==> config.mk <==
export PLATFORM = sky130hd
export DESIGN_NAME = uart_frame_rx
export DESIGN_NICKNAME = d
export VERILOG_FILES = /design/src/rtl/uart_rx_pkg.sv /design/src/rtl/uart_rx_sync.sv /design/src/rtl/uart_rx_fsm.sv /design/src/rtl/uart_rx_flow.sv /design/src/rtl/uart_frame_rx.sv
export SDC_FILE = /design/constraint.sdc
export NUM_CORES = 1
export LEC_CHECK = 0
export BUFFER_PORTS_ARGS = -buffer_cell sky130_fd_sc_hd__buf_2
export CAP_MARGIN = 10
export CORE_MARGIN = 2
export CORE_UTILIZATION = 60
export CTS_BUF_LIST = sky130_fd_sc_hd__clkbuf_4
export CTS_CLUSTER_DIAMETER = 60
export DETAILED_ROUTE_END_ITERATION = 16
export HOLD_SLACK_MARGIN = 0.05
export PLACE_DENSITY = 0.84
export SLEW_MARGIN = 20
export SYNTH_ARGS = -nofsm -noshare
export SYNTH_HDL_FRONTEND = slang
export SYNTH_SLANG_ARGS = --single-unit
==> constraint.sdc <==
create_clock -name clk -period 3.5 [get_ports clk]
set_input_delay 0.35 -clock clk [delete_from_list [all_inputs] [get_ports clk]]
set_output_delay 0.35 -clock clk [all_outputs]
set_load 0.02 [all_outputs]
==> src/rtl/uart_rx_pkg.sv <==
// Shared types for the serial frame receiver.
package uart_rx_pkg;
    typedef enum logic [2:0] {
        RX_IDLE,
        RX_START,
        RX_DATA,
        RX_PARITY,
        RX_STOP1,
        RX_STOP2,
        RX_BRKWAIT
    } rx_state_t;
endpackage

==> src/rtl/uart_rx_sync.sv <==
// Line synchroniser: brings the asynchronous serial input into the clock
// domain through a chain of flops. Assumes the line rests high, so the
// stages reset to 1.
module uart_rx_sync #(
    parameter int STAGES = 2
) (
    input  logic clk,
    input  logic rst_n,
    input  logic din,
    output logic dout
);
    logic [STAGES-1:0] chain;

    // Shift the line through the synchroniser chain.
    always_ff @(posedge clk) begin
        if (!rst_n) chain <= '1;
        else        chain <= {chain[STAGES-2:0], din};
    end

    assign dout = chain[STAGES-1];
endmodule

==> src/rtl/uart_rx_fsm.sv <==
// Frame engine: confirms the start bit at mid-bit, samples data, parity and
// stop bits once every OVS ticks, and emits one-cycle result pulses.
// Assumes the configuration inputs stay stable while a frame is received.
module uart_rx_fsm
    import uart_rx_pkg::*;
#(
    parameter int DATA_W = 8,
    parameter int OVS    = 16
) (
    input  logic                      clk,
    input  logic                      rst_n,
    input  logic                      tick,
    input  logic                      rx_s,
    input  logic [$clog2(DATA_W)-1:0] cfg_bits,
    input  logic                      cfg_par_en,
    input  logic                      cfg_par_even,
    input  logic                      cfg_two_stop,
    output logic [DATA_W-1:0]         data_o,
    output logic                      valid_o,
    output logic                      fe_o,
    output logic                      pe_o,
    output logic                      brk_o
);
    localparam int CNT_W = $clog2(OVS);
    localparam int IDX_W = $clog2(DATA_W);
    localparam logic [CNT_W-1:0] MID_LAST = CNT_W'(OVS / 2 - 1);
    localparam logic [CNT_W-1:0] BIT_LAST = CNT_W'(OVS - 1);

    rx_state_t         state;
    logic [CNT_W-1:0]  cnt;
    logic [IDX_W-1:0]  idx;
    logic [DATA_W-1:0] shreg;
    logic              par_bit;
    logic              stop1_low;
    logic              bit_pt;
    logic              par_fail;
    logic              all_low;

    assign bit_pt   = (cnt == BIT_LAST);
    // Parity fails when the count of ones does not match the selected sense.
    assign par_fail = cfg_par_en & ((^shreg) ^ par_bit ^ ~cfg_par_even);
    // Break: data, parity (when present) and the current stop sample all low.
    assign all_low  = (shreg == '0) & ~(cfg_par_en & par_bit) & ~rx_s;

    // Frame sequencing, bit capture and result pulse generation.
    always_ff @(posedge clk) begin
        if (!rst_n) begin
            state     <= RX_IDLE;
            cnt       <= '0;
            idx       <= '0;
            shreg     <= '0;
            par_bit   <= 1'b0;
            stop1_low <= 1'b0;
            data_o    <= '0;
            valid_o   <= 1'b0;
            fe_o      <= 1'b0;
            pe_o      <= 1'b0;
            brk_o     <= 1'b0;
        end else begin
            valid_o <= 1'b0;
            fe_o    <= 1'b0;
            pe_o    <= 1'b0;
            brk_o   <= 1'b0;
            if (tick) begin
                case (state)
                    RX_IDLE: begin
                        if (!rx_s) begin
                            state <= RX_START;
                            cnt   <= '0;
                        end
                    end
                    RX_START: begin
                        cnt <= cnt + 1'b1;
                        if (cnt == MID_LAST) begin
                            if (rx_s) begin
                                state <= RX_IDLE;
                            end else begin
                                state   <= RX_DATA;
                                cnt     <= '0;
                                idx     <= '0;
                                shreg   <= '0;
                                par_bit <= 1'b0;
                            end
                        end
                    end
                    RX_DATA: begin
                        cnt <= cnt + 1'b1;
                        if (bit_pt) begin
                            cnt        <= '0;
                            shreg[idx] <= rx_s;
                            if (idx == cfg_bits)
                                state <= cfg_par_en ? RX_PARITY : RX_STOP1;
                            else
                                idx <= idx + 1'b1;
                        end
                    end
                    RX_PARITY: begin
                        cnt <= cnt + 1'b1;
                        if (bit_pt) begin
                            cnt     <= '0;
                            par_bit <= rx_s;
                            state   <= RX_STOP1;
                        end
                    end
                    RX_STOP1: begin
                        cnt <= cnt + 1'b1;
                        if (bit_pt) begin
                            cnt <= '0;
                            if (all_low) begin
                                brk_o <= 1'b1;
                                state <= RX_BRKWAIT;
                            end else if (cfg_two_stop) begin
                                stop1_low <= ~rx_s;
                                state     <= RX_STOP2;
                            end else begin
                                valid_o <= 1'b1;
                                data_o  <= shreg;
                                pe_o    <= par_fail;
                                fe_o    <= ~rx_s;
                                state   <= RX_IDLE;
                            end
                        end
                    end
                    RX_STOP2: begin
                        cnt <= cnt + 1'b1;
                        if (bit_pt) begin
                            cnt     <= '0;
                            valid_o <= 1'b1;
                            data_o  <= shreg;
                            pe_o    <= par_fail;
                            fe_o    <= stop1_low | ~rx_s;
                            state   <= RX_IDLE;
                        end
                    end
                    RX_BRKWAIT: begin
                        if (rx_s) state <= RX_IDLE;
                    end
                    default: state <= RX_IDLE;
                endcase
            end
        end
    end
endmodule

==> src/rtl/uart_rx_flow.sv <==
// Handshake driver: raises the active-low request-to-send output one cycle
// after handshake is enabled and the consumer reports that it is full.
module uart_rx_flow (
    input  logic clk,
    input  logic rst_n,
    input  logic hs_en,
    input  logic full,
    output logic rts_n
);
    // Register the pause request.
    always_ff @(posedge clk) begin
        if (!rst_n) rts_n <= 1'b0;
        else        rts_n <= hs_en & full;
    end
endmodule

==> src/rtl/uart_frame_rx.sv <==
// Serial frame receiver top: synchroniser, frame engine and handshake.
// Assumes tick pulses for one clock at OVS times the bit rate.
module uart_frame_rx #(
    parameter int DATA_W    = 8,
    parameter int OVS       = 16,
    parameter int SYNC_FLOP = 2
) (
    input  logic                      clk,
    input  logic                      rst_n,
    input  logic                      tick,
    input  logic                      rxd,
    input  logic [$clog2(DATA_W)-1:0] cfg_bits,
    input  logic                      cfg_par_en,
    input  logic                      cfg_par_even,
    input  logic                      cfg_two_stop,
    input  logic                      cfg_hs_en,
    input  logic                      sink_full,
    output logic [DATA_W-1:0]         rx_data,
    output logic                      rx_valid,
    output logic                      rx_frame_err,
    output logic                      rx_parity_err,
    output logic                      rx_break,
    output logic                      rts_n
);
    logic rx_s;

    uart_rx_sync #(.STAGES(SYNC_FLOP)) u_sync (
        .clk   (clk),
        .rst_n (rst_n),
        .din   (rxd),
        .dout  (rx_s)
    );

    uart_rx_fsm #(.DATA_W(DATA_W), .OVS(OVS)) u_fsm (
        .clk          (clk),
        .rst_n        (rst_n),
        .tick         (tick),
        .rx_s         (rx_s),
        .cfg_bits     (cfg_bits),
        .cfg_par_en   (cfg_par_en),
        .cfg_par_even (cfg_par_even),
        .cfg_two_stop (cfg_two_stop),
        .data_o       (rx_data),
        .valid_o      (rx_valid),
        .fe_o         (rx_frame_err),
        .pe_o         (rx_parity_err),
        .brk_o        (rx_break)
    );

    uart_rx_flow u_flow (
        .clk   (clk),
        .rst_n (rst_n),
        .hs_en (cfg_hs_en),
        .full  (sink_full),
        .rts_n (rts_n)
    );
endmodule

Word-level counts from Yosys, hierarchy flattened
Index checks and enable logic that the tools add are counted.
{"block": "classes", "n_addsub": 2, "order_cmp": 2, "eq_ne": 21, "muxes": 55, "n_bitwise": 12, "n_reduce_logical": 18}
{"cell": "2-to-1 mux 8 bit", "n": 7}
{"cell": "2-to-1 mux 3 bit", "n": 15}
{"cell": "one-hot mux 8 bit (2 select lines)", "n": 2}
{"cell": "one-hot mux 3 bit (7 select lines)", "n": 1}
{"cell": "2-to-1 mux 1 bit", "n": 17}
{"cell": "2-to-1 mux 4 bit", "n": 4}
{"cell": "AND reduction 5 bit", "n": 3}
{"cell": "inequality test 2 x 1 -> 1 bit, second input constant", "n": 6}
{"cell": "inequality test 2 bit, second input constant", "n": 6}
{"cell": "one-hot mux 4 bit (3 select lines)", "n": 1}
{"cell": "AND reduction 6 bit", "n": 2}
{"cell": "equality test 3 bit, second input constant", "n": 3}
{"cell": "AND reduction 9 bit", "n": 1}
{"cell": "bitwise mux 8 bit", "n": 1}
{"cell": "zero test 8 bit", "n": 1}
{"cell": "one-hot mux 1 bit (2 select lines)", "n": 4}
{"cell": "XOR reduction 8 bit", "n": 1}
{"cell": "equality test 3 x 2 -> 1 bit, second input constant", "n": 2}
{"cell": "one-hot mux 3 bit (2 select lines)", "n": 1}
{"cell": "nonzero test 2 bit", "n": 3}
{"cell": "AND 1 bit", "n": 5}
{"cell": "adder 4 x 1 -> 4 bit, second input constant", "n": 1}
{"cell": "equality test 4 x 3 -> 1 bit, second input constant", "n": 1}
{"cell": "equality test 4 bit, second input constant", "n": 1}
{"cell": "17 further kinds", "n": 21}
{"block": "word_totals", "ff_bits": 35, "input_bits": 12, "elab_cells": 123}

Depth between registers and ports, before layout
Gate-level depths: netlist of run 1.
{"block": "depth", "ltp_word": 8, "ltp_mapped": 8, "mapped_depth_nobuf": 7}

Cells and area by module
A second synthesis of run 1 with hierarchy kept.
{"block": "unflattened", "hier_cells": 231, "area_unflattened_um2": 1901.8}
{"mod": "uart_rx_fsm", "n_inst": 1, "cells_per_inst": 225, "area_per_inst_um2": 1823.0, "seq_area_each_um2": 640.6}
{"mod": "uart_rx_sync", "n_inst": 1, "cells_per_inst": 4, "area_per_inst_um2": 52.6, "seq_area_each_um2": 40.0}
{"mod": "uart_rx_flow", "n_inst": 1, "cells_per_inst": 2, "area_per_inst_um2": 26.3, "seq_area_each_um2": 20.0}

Least setup slack after synthesis of run 1
OpenSTA, ideal clock, no wires.
{"block": "synth_timing", "path_kind": "flip-flop to flip-flop", "startpoint": "reg u_fsm.state[0]", "endpoint": "reg u_fsm.idx[2]", "setup_ps": 117, "t_arrival_ps": 1579, "setup_slack_ps": 1804, "path_stages_with_launch": 7, "path_buffers": 1, "synth_period_minus_slack_ps": 1696, "path_cell_list": "dfxtp_1 -> buf_6 -> xnor2_2 -> a311oi_4 -> a2111oi_4 -> o21ai_1 -> a32o_1"}
{"block": "synth_via", "elab_chain_len": 3}
{"element": "start: declaration", "line_no": "uart_rx_fsm.sv:29", "text": "rx_state_t state;"}
{"element": "start signal: assignment", "line_no": "uart_rx_fsm.sv:92", "text": "state <= cfg_par_en ? RX_PARITY : RX_STOP1;"}
{"element": "equality test 3 x 2 -> 1 bit / equality test 3 x 1 -> 1 bit (equally long branches)", "line_no": "uart_rx_fsm.sv:65", "text": "case (state)"}
{"element": "inequality test 2 bit (no line), or another cell as far along"}
{"element": "AND reduction 6 bit (no line)"}
{"element": "end signal: assignment", "line_no": "uart_rx_fsm.sv:94", "text": "idx <= idx + 1'b1;"}
{"element": "end: declaration", "line_no": "uart_rx_fsm.sv:31", "text": "logic [IDX_W-1:0] idx;"}
Parallel ways exist; a longest one is shown, timed or not.
A chain may end at the register's enable or synchronous reset.

Final worst setup path of run 1
{"block": "layout_timing", "startpoint": "reg u_fsm.state[2]", "endpoint": "reg u_fsm.shreg[4]"}
{"block": "layout_via", "elab_chain_len": 3}
{"element": "equality test 3 x 1 -> 1 bit / equality test 3 x 2 -> 1 bit (equally long branches)", "line_no": "uart_rx_fsm.sv:65"}
{"element": "inequality test 2 bit (no line), or another cell as far along"}
{"element": "AND reduction 5 bit (no line)"}
{"element": "end signal: indexed assignment", "line_no": "uart_rx_fsm.sv:90", "text": "shreg[idx] <= rx_s;"}
{"element": "end: declaration", "line_no": "uart_rx_fsm.sv:32", "text": "logic [DATA_W-1:0] shreg;"}
Parallel ways exist; a longest one is shown, timed or not.

==> metrics.cfg, run 1 <==
[routing]
wl_per_cell_um = 15.1
postRouteAntennaNets = 0
first_pass_iters = 5
wl_mm = 4.37
routed_via_density = 5.91
drt_iter0_drc = 185
route.detailed.drc = 0
num_vias = 1715

[finish]
syn2layout_area_growth_pct = 10.4
layout_common_cells = dfxtp_1, buf_2, nor2_1
antennaDiodeCount = 0
fin_cells = 290
filler_cell_count = 277
drive_above_1_share_pct = 18.9
nNetsFinal = 261
layout_commonest_cell = dfxtp_1
multi_input_area_um2 = 1210
register_area_um2 = 701

[worst_hold_path]
min_to = u_sync.chain[0]$_SDFF_PN1_
min_path_type = in -> reg
worstHoldPathCells = 2
worstHoldStart = rxd

[sta]
rsz0062_at_grt = false
hold_violations = 0
max_freq_mhz = 447
slew_violations = 0
period_share_pct = 63.9
worst_clock_skew_ns = 0.0115
hold_slack_ns = 0.186
fin_tns_setup_ns = 0
slew_headroom_pct = 45.6
period_needed_ns = 2.24
tightest_slew_ns = 0.814
setup_viol = 0

[yosys]
synthAdderAreaFrac_pct = 3.68
yosys.area_share.xor_xnor_pct = 6.20
synth-main-ff-cell = dfxtp_1
syn_inst = 225
synth-edff-count = 0
synthArstFlopShare_pct = 0
syn_avg_cell_area_um2 = 9.06
synth_area_um2 = 2040
ys_seq_elements = 35
yosysWarnings = 0
ys_seq_area_share_pct = 34.4
synth_compound_area_share_pct = 19.3
synth_top_family_by_area = simple AND/OR/NAND/NOR gates
synth_cell_type_count = 56
synth_nets = 243
muxShareOfSynthArea_pct = 4.91
yosys.area_share.simple_pct = 25.5

[floorplanning]
die_h_um = 62.3
die_area_um2 = 3880
rows = 21
core_um2 = 3310
io-pin-count = 25
die_width_um = 62.3
start_util_pct = 61.6

[clocking]
postCtsSetupBuffers = 0
postCtsHoldBufs = 0
cts_root_buf = clkbuf_4
numCtsBuffers = 5
cts_tree = done
cts_resized = 0
cts.reportedPaths.clkPinSlew_ns = 0.11
htree_levels = 2
clock_latency_ns = 0.34
clk_path_buf_depth = 2
cts.sinks = 35

[setup_path]
path_buf_inv = 0
arrival_ns = 2.49
r2r_end = u_fsm.shreg[4]$_SDFFE_PN0P_
r2r_start = u_fsm.state[2]$_SDFFE_PN0P_
critPathCaptureType = register
cpPeakStageDelay_ns = 0.87
crit_slowest_cell = dfxtp_1
cp.required_ns = 3.75
worst_r2r_path_depth = 5
worstSetupStartpointType = register
critPathMaxFanout = 18
critical-path-top-delay-family = flip-flops
ff2ff_setup_slack_ns = 1.26
crit_type = reg -> reg
worstPathCellList = or2b_2, o21ai_4, nor4_4, o21ai_1, a32o_1

[global_routing]
grt_pass1_vias = 1581
grt_remaining_overflow = 0
track_usage_pct = 23.8
grt_max_degree = 24
grt_pass1_wl_mm = 7.33
antenna_found_initial = 0

[place]
dpl.hpwl_mm = 3.12
port_buffers = 24
dp.cells = 282
finalWeightedCongestion = 0.868

[power_and_ir_drop]
ir_worst_vdd_mv = 0.347
p_total_mw = 1.01
p_leak_nw = 0.920
power.density_nw_per_um2 = 449

[job]
cap_violations = 0

[status]
outcome = completed

routing by layer:
layer  global-route usage (%)  up-vias  routed length [um]
li1                         -      839                   -
met1                     30.6      809                1990
met2                     38.9       54                2060
met3                     4.71       13                 217
met4                     10.6        0                  99
met5                        0        -                   0
layout make-up:
type | count | share of cell area (%)
clock buffers | 6 | 2.00
multi-input cells | 164 | 53.9
well taps | 46 | 2.56
repair buffers | 25 | 5.67
inverters | 12 | 2.00
flip-flops and latches | 35 | 31.1
clock inverters | 2 | 2.67
worst max path at each step:
stage	from	endpoint	slack [ns]	cells after the start
final	u_fsm.state[2]$_SDFFE_PN0P_	u_fsm.shreg[4]$_SDFFE_PN0P_	1.26	5
after global routing	u_fsm.state[0]$_SDFFE_PN0P_	u_fsm.idx[2]$_SDFFE_PN0P_	1.15	5
after CTS	u_fsm.state[2]$_SDFFE_PN0P_	u_fsm.shreg[4]$_SDFFE_PN0P_	1.33	5
after detailed placement	u_fsm.state[2]$_SDFFE_PN0P_	u_fsm.shreg[4]$_SDFFE_PN0P_	1.32	5
after global placement	u_fsm.state[2]$_SDFFE_PN0P_	u_fsm.shreg[4]$_SDFFE_PN0P_	1.39	5
after floorplan	u_fsm.state[0]$_SDFFE_PN0P_	u_fsm.idx[2]$_SDFFE_PN0P_	1.80	6
kinds of logic after synthesis:
family	after synthesis
adder cells (fa/ha/maj)	6
AO/OA/AOI/OAI	47
multiplexers	10
XOR/XNOR	11
AND/OR/NAND/NOR	90
buffers and inverters	26
flip-flops	35
state kept, by name, summed over array words and instances, names as in the netlist:
register and count:
u_fsm.valid_o 1, u_flow.rts_n 1, u_fsm.stop1_low 1, u_fsm.pe_o 1, u_fsm.data_o 8, u_fsm.par_bit 1, u_fsm.fe_o 1, u_fsm.brk_o 1
u_fsm.cnt 4, u_fsm.shreg 8, u_sync.chain 2, u_fsm.idx 3, u_fsm.state 3
through the flow:
step                      setup WS, ns  area (um^2)  utilization (%)
after detailed placement          1.32         2140             64.8
after CTS                         1.33         2250             68.0
final                             1.26         2250             68.0
after global placement            1.39         2140             64.8
after global routing              1.15         2250             68.0
after floorplan                   1.80         2040                -
worst reg2reg max path: stages (launching register included):
cell and delay (ns):
dfxtp_1 0.87, or2b_2 0.30, o21ai_4 0.11, nor4_4 0.46
o21ai_1 0.14, a32o_1 0.27
synth_stat cells, types with 2 or more instances:
master     count  area share, %
nor2b_1        6            1.8
buf_4          4            1.5
and3_1         8            2.5
and2_1         3           0.92
xor2_2         3            2.4
inv_1         12            2.2
o31a_1         3            1.3
o21a_1         2           0.74
o21ai_1        7            1.7
nor2_1        22            4.1
ha_1           6            3.7
xor2_1         2           0.86
nand2_1       20            3.7
nand2b_1       6            1.8
or3_1          3           0.92
nand3_1        4           0.98
a41oi_1        2           0.86
xnor2_1        5            2.1
nand3b_1       3            1.1
mux2i_1       10            4.9
buf_2          3           0.74
o2111ai_1      2           0.86
nor3_1         2           0.49
a21oi_1        5            1.2
dfxtp_1       35             34
o21ai_0        5            1.2
a32o_1         9            4.4
clkbuf_1       5           0.92
where the power goes:
group          total [mW]  internal [mW]  switching (mW)
Combinational       0.203         0.0848           0.118
Sequential          0.438          0.407          0.0309
Clock               0.369          0.231           0.138
Note: power is estimated with default switching activity, not from simulation.
==> run 2, diff against run 1 <==
--- a/config.mk
+++ b/config.mk
@@ -5,6 +5,7 @@
 export SDC_FILE = /design/constraint.sdc
 export NUM_CORES = 1
 export LEC_CHECK = 0
+export ABC_AREA = 1
 export BUFFER_PORTS_ARGS = -buffer_cell sky130_fd_sc_hd__buf_2
 export CAP_MARGIN = 10
 export CORE_MARGIN = 2
==> constraint.sdc (replaced) <==
create_clock -name clk -period 2.07 [get_ports clk]
set_input_delay 0.207 -clock clk [delete_from_list [all_inputs] [get_ports clk]]
set_output_delay 0.207 -clock clk [all_outputs]
set_load 0.02 [all_outputs]
==> run 2 against run 1 <==
Against the previous run: first-iteration DRC count fell by 40%; power rose by 82%; non-clock buffer count rose by 3; sequential power rose by 86%; largest cell class unchanged.
==> metrics.cfg, run 2 <==
[setup_path]
arrival_ns = 1.95  ; was 2.49 ns
path_buf_inv = 1  ; was 0
cpPeakStageDelay_ns = 0.39  ; was 0.87 ns
worstPathCellList = ha_1, nand2_1, inv_1, nand2_2, nor3_4, nand2_4, nor2_4, nand2_2, nor2_2  ; was or2b_2, o21ai_4, nor4_4, o21ai_1, a32o_1
crit_slowest_cell = dfxtp_1  ; unchanged
cp.required_ns = 2.36  ; was 3.75 ns
worstSetupStartpointType = register  ; unchanged
path_common_cell = nand2_2
critPathCaptureType = register  ; unchanged
critical-path-top-delay-family = simple AND/OR/NAND/NOR gates  ; was flip-flops
critPathMaxFanout = 9  ; was 18
crit_type = reg -> reg  ; unchanged

[sta]
rsz0062_at_grt = false  ; unchanged
fin_tns_setup_ns = 0  ; unchanged
worst_clock_skew_ns = 0.0106  ; was 0.0115 ns
slew_violations = 0  ; unchanged
setup_viol = 0  ; unchanged
period_share_pct = 80.5  ; was 63.9%
worst_slack_ns = 0.405  ; was 1.26 ns
slew_headroom_pct = 71.8  ; was 45.6%
hold_violations = 0  ; unchanged
max_freq_mhz = 600  ; was 447 MHz
period_needed_ns = 1.67  ; was 2.24 ns
tightest_slew_ns = 0.421  ; was 0.814 ns

[clocking]
cts.reportedPaths.clkPinSlew_ns = 0.10  ; was 0.11 ns
cts.sinks = 35  ; unchanged
postCtsSetupBuffers = 0  ; unchanged
htree_levels = 2  ; unchanged
cts_tree = done  ; unchanged
cts_root_buf = clkbuf_4  ; unchanged
clk_path_buf_depth = 2  ; unchanged
postCtsHoldBufs = 1  ; was 0
numCtsBuffers = 5  ; unchanged
cts_resized = 0  ; unchanged
clock_latency_ns = 0.35  ; was 0.34 ns

[routing]
drt_iter0_drc = 111  ; was 185
first_pass_iters = 10  ; was 5
routed_via_density = 5.23  ; was 5.91
num_vias = 1898  ; was 1715
wl_per_cell_um = 10.9  ; was 15.1 um
route.detailed.drc = 0  ; unchanged
wl_mm = 3.97  ; was 4.37 mm
postRouteAntennaNets = 0  ; unchanged

[yosys]
yosys.area_share.simple_pct = 40.9  ; was 25.5%
synth_nets = 308  ; was 243
synth.largest_area_cell = dfxtp_1  ; unchanged
yosys-top-cells-count = nand2_1, nand3_1, dfxtp_1  ; was dfxtp_1, nor2_1, nand2_1
syn_avg_cell_area_um2 = 6.78  ; was 9.06 um^2
synth-edff-count = 0  ; unchanged
synthAdderAreaFrac_pct = 3.82  ; was 3.68%
yosysWarnings = 0  ; unchanged
muxShareOfSynthArea_pct = 0  ; was 4.91%
synthArstFlopShare_pct = 0  ; unchanged
synth_top_area_share_pct = 35.6  ; was 34.4%
ys_seq_elements = 35  ; unchanged
synth_most_common_cell = nand2_1  ; was dfxtp_1
synth_top_family_by_area = simple AND/OR/NAND/NOR gates  ; unchanged
synth_compound_area_share_pct = 9.03  ; was 19.3%
synthTopCellsByArea = dfxtp_1, nand2_1, nand3_1  ; was dfxtp_1, mux2i_1, a32o_1
synth-main-ff-cell = dfxtp_1  ; unchanged
yosys.area_share.xor_xnor_pct = 2.23  ; was 6.20%
ys_seq_area_share_pct = 35.6  ; was 34.4%
syn_inst = 290  ; was 225
synth_area_um2 = 1970  ; was 2040 um^2
synth_cell_type_count = 27  ; was 56

[global_routing]
antenna_found_initial = 0  ; unchanged
grt_pass1_wl_mm = 6.70  ; was 7.33 mm
grt_remaining_overflow = 0  ; unchanged
grt_pass1_vias = 1620  ; was 1581
track_usage_pct = 24.0  ; was 23.8%
grt_max_degree = 21  ; was 24

[place]
dpl.hpwl_mm = 3.00  ; was 3.12 mm
port_buffers = 24  ; unchanged
finalWeightedCongestion = 0.898  ; was 0.868
dp_slack_ns = 0.425  ; was 1.32 ns

[power_and_ir_drop]
ir_worst_vdd_mv = 0.543  ; was 0.347 mV
power.density_nw_per_um2 = 842  ; was 449 nW/um^2
p_leak_nw = 0.964  ; was 0.920 nW

[finish]
drive_above_1_share_pct = 17.2  ; was 18.9%
register_area_um2 = 701  ; unchanged
syn2layout_area_growth_pct = 10.9  ; was 10.4%
layout_common_cells = nand2_1, nand3_1, dfxtp_1  ; was dfxtp_1, buf_2, nor2_1
nNetsFinal = 336  ; was 261
reg_top3 = u_fsm.data_o x8, u_fsm.shreg x8, u_fsm.cnt x4  ; unchanged
antennaDiodeCount = 0  ; unchanged
multi_input_area_um2 = 1100  ; was 1210 um^2
filler_cell_count = 278  ; was 277
layout_commonest_cell = nand2_1  ; was dfxtp_1

[floorplanning]
io-pin-count = 25  ; unchanged
die_width_um = 61.3  ; was 62.3 um
core_um2 = 3080  ; was 3310 um^2
rows = 20  ; was 21
start_util_pct = 63.9  ; was 61.6%
die_area_um2 = 3750  ; was 3880 um^2
die_h_um = 61.3  ; was 62.3 um

[status]
outcome = completed  ; unchanged

[worst_hold_path]
min_path_type = in -> reg  ; unchanged

[job]
cap_violations = 0  ; unchanged

run 2: cell count changes after synthesis, sizes merged, moves of 8 or more:
cell,before,now
mux2i,10,0
nand2,20,85
a32o,9,0
inv,12,31
nand3,5,41
a21oi,5,23
o21ai,13,5
run 2: worst paths after layout:
path,start,endpoint,slack (ns),cells after the start
setup / recovery,u_fsm.cnt[0]$_SDFFE_PN0P_,u_fsm.pe_o$_SDFF_PN0_,0.40,9
hold reg to reg,u_sync.chain[0]$_SDFF_PN1_,u_sync.chain[1]$_SDFF_PN1_,0.42,1
setup reg to reg,u_fsm.cnt[0]$_SDFFE_PN0P_,u_fsm.pe_o$_SDFF_PN0_,0.40,9
hold / removal,sink_full,u_flow.rts_n$_SDFF_PN0_,0.06,3
run 2: per-stage QoR:
stage | hold WS (ns) | instances | instance area, um^2 | power, mW | utilization, %
after detailed placement | 0.395 | 354 | 2120 | 1.48 | 68.9
after floorplan | 0.314 | 290 | 1970 | 1.36 | -
after global placement | 0.393 | 354 | 2120 | 1.47 | 68.9
after CTS | 0.0542 | 363 | 2180 | 1.84 | 70.9
after global routing | 0.0851 | 363 | 2180 | 2.00 | 70.9
final | 0.0645 | 363 | 2180 | 1.84 | 70.9
run 2: cells by family after synthesis:
group / after synthesis
buf+inv: 39
compound gates: 33
fa+ha+maj: 6
flops: 35
xor+xnor: 5
simple gates: 172
run 2: worst reg2reg max path, delay by kind of cell, from the launching register on:
family | cells | cell delay (ns)
adders and majority gates | 1 | 0.18
DFF | 1 | 0.39
and+or+nand+nor | 7 | 0.94
buffers and inverters | 1 | 0.09
run 2: final cells by class:
cell class	instances	area share, %
Multi-Input combinational cell	216	50.5
Sequential cell	35	32.1
Timing Repair Buffer	28	7.00
Inverter	32	5.50
Tap cell	44	2.52
Clock buffer	6	2.06
Clock inverter	2	0.344
run 2: report_power, final:
group | total [mW] | internal [mW] | switching (mW)
clock | 0.360 | 0.139 | 0.221
combinational | 0.663 | 0.218 | 0.445
sequential | 0.815 | 0.733 | 0.0820
total | 1.84 | 1.09 | 0.748
run 2: layer usage:
metal	vias to the layer above	part of all wire [%]	GRT usage [%]	wire length, um
met5	-	0	0	0
met4	0	2.3	11.5	91
met3	12	4.9	6.30	194
met2	47	44	36.2	1740
met1	846	49	31.9	1950
li1	993	-	-	-
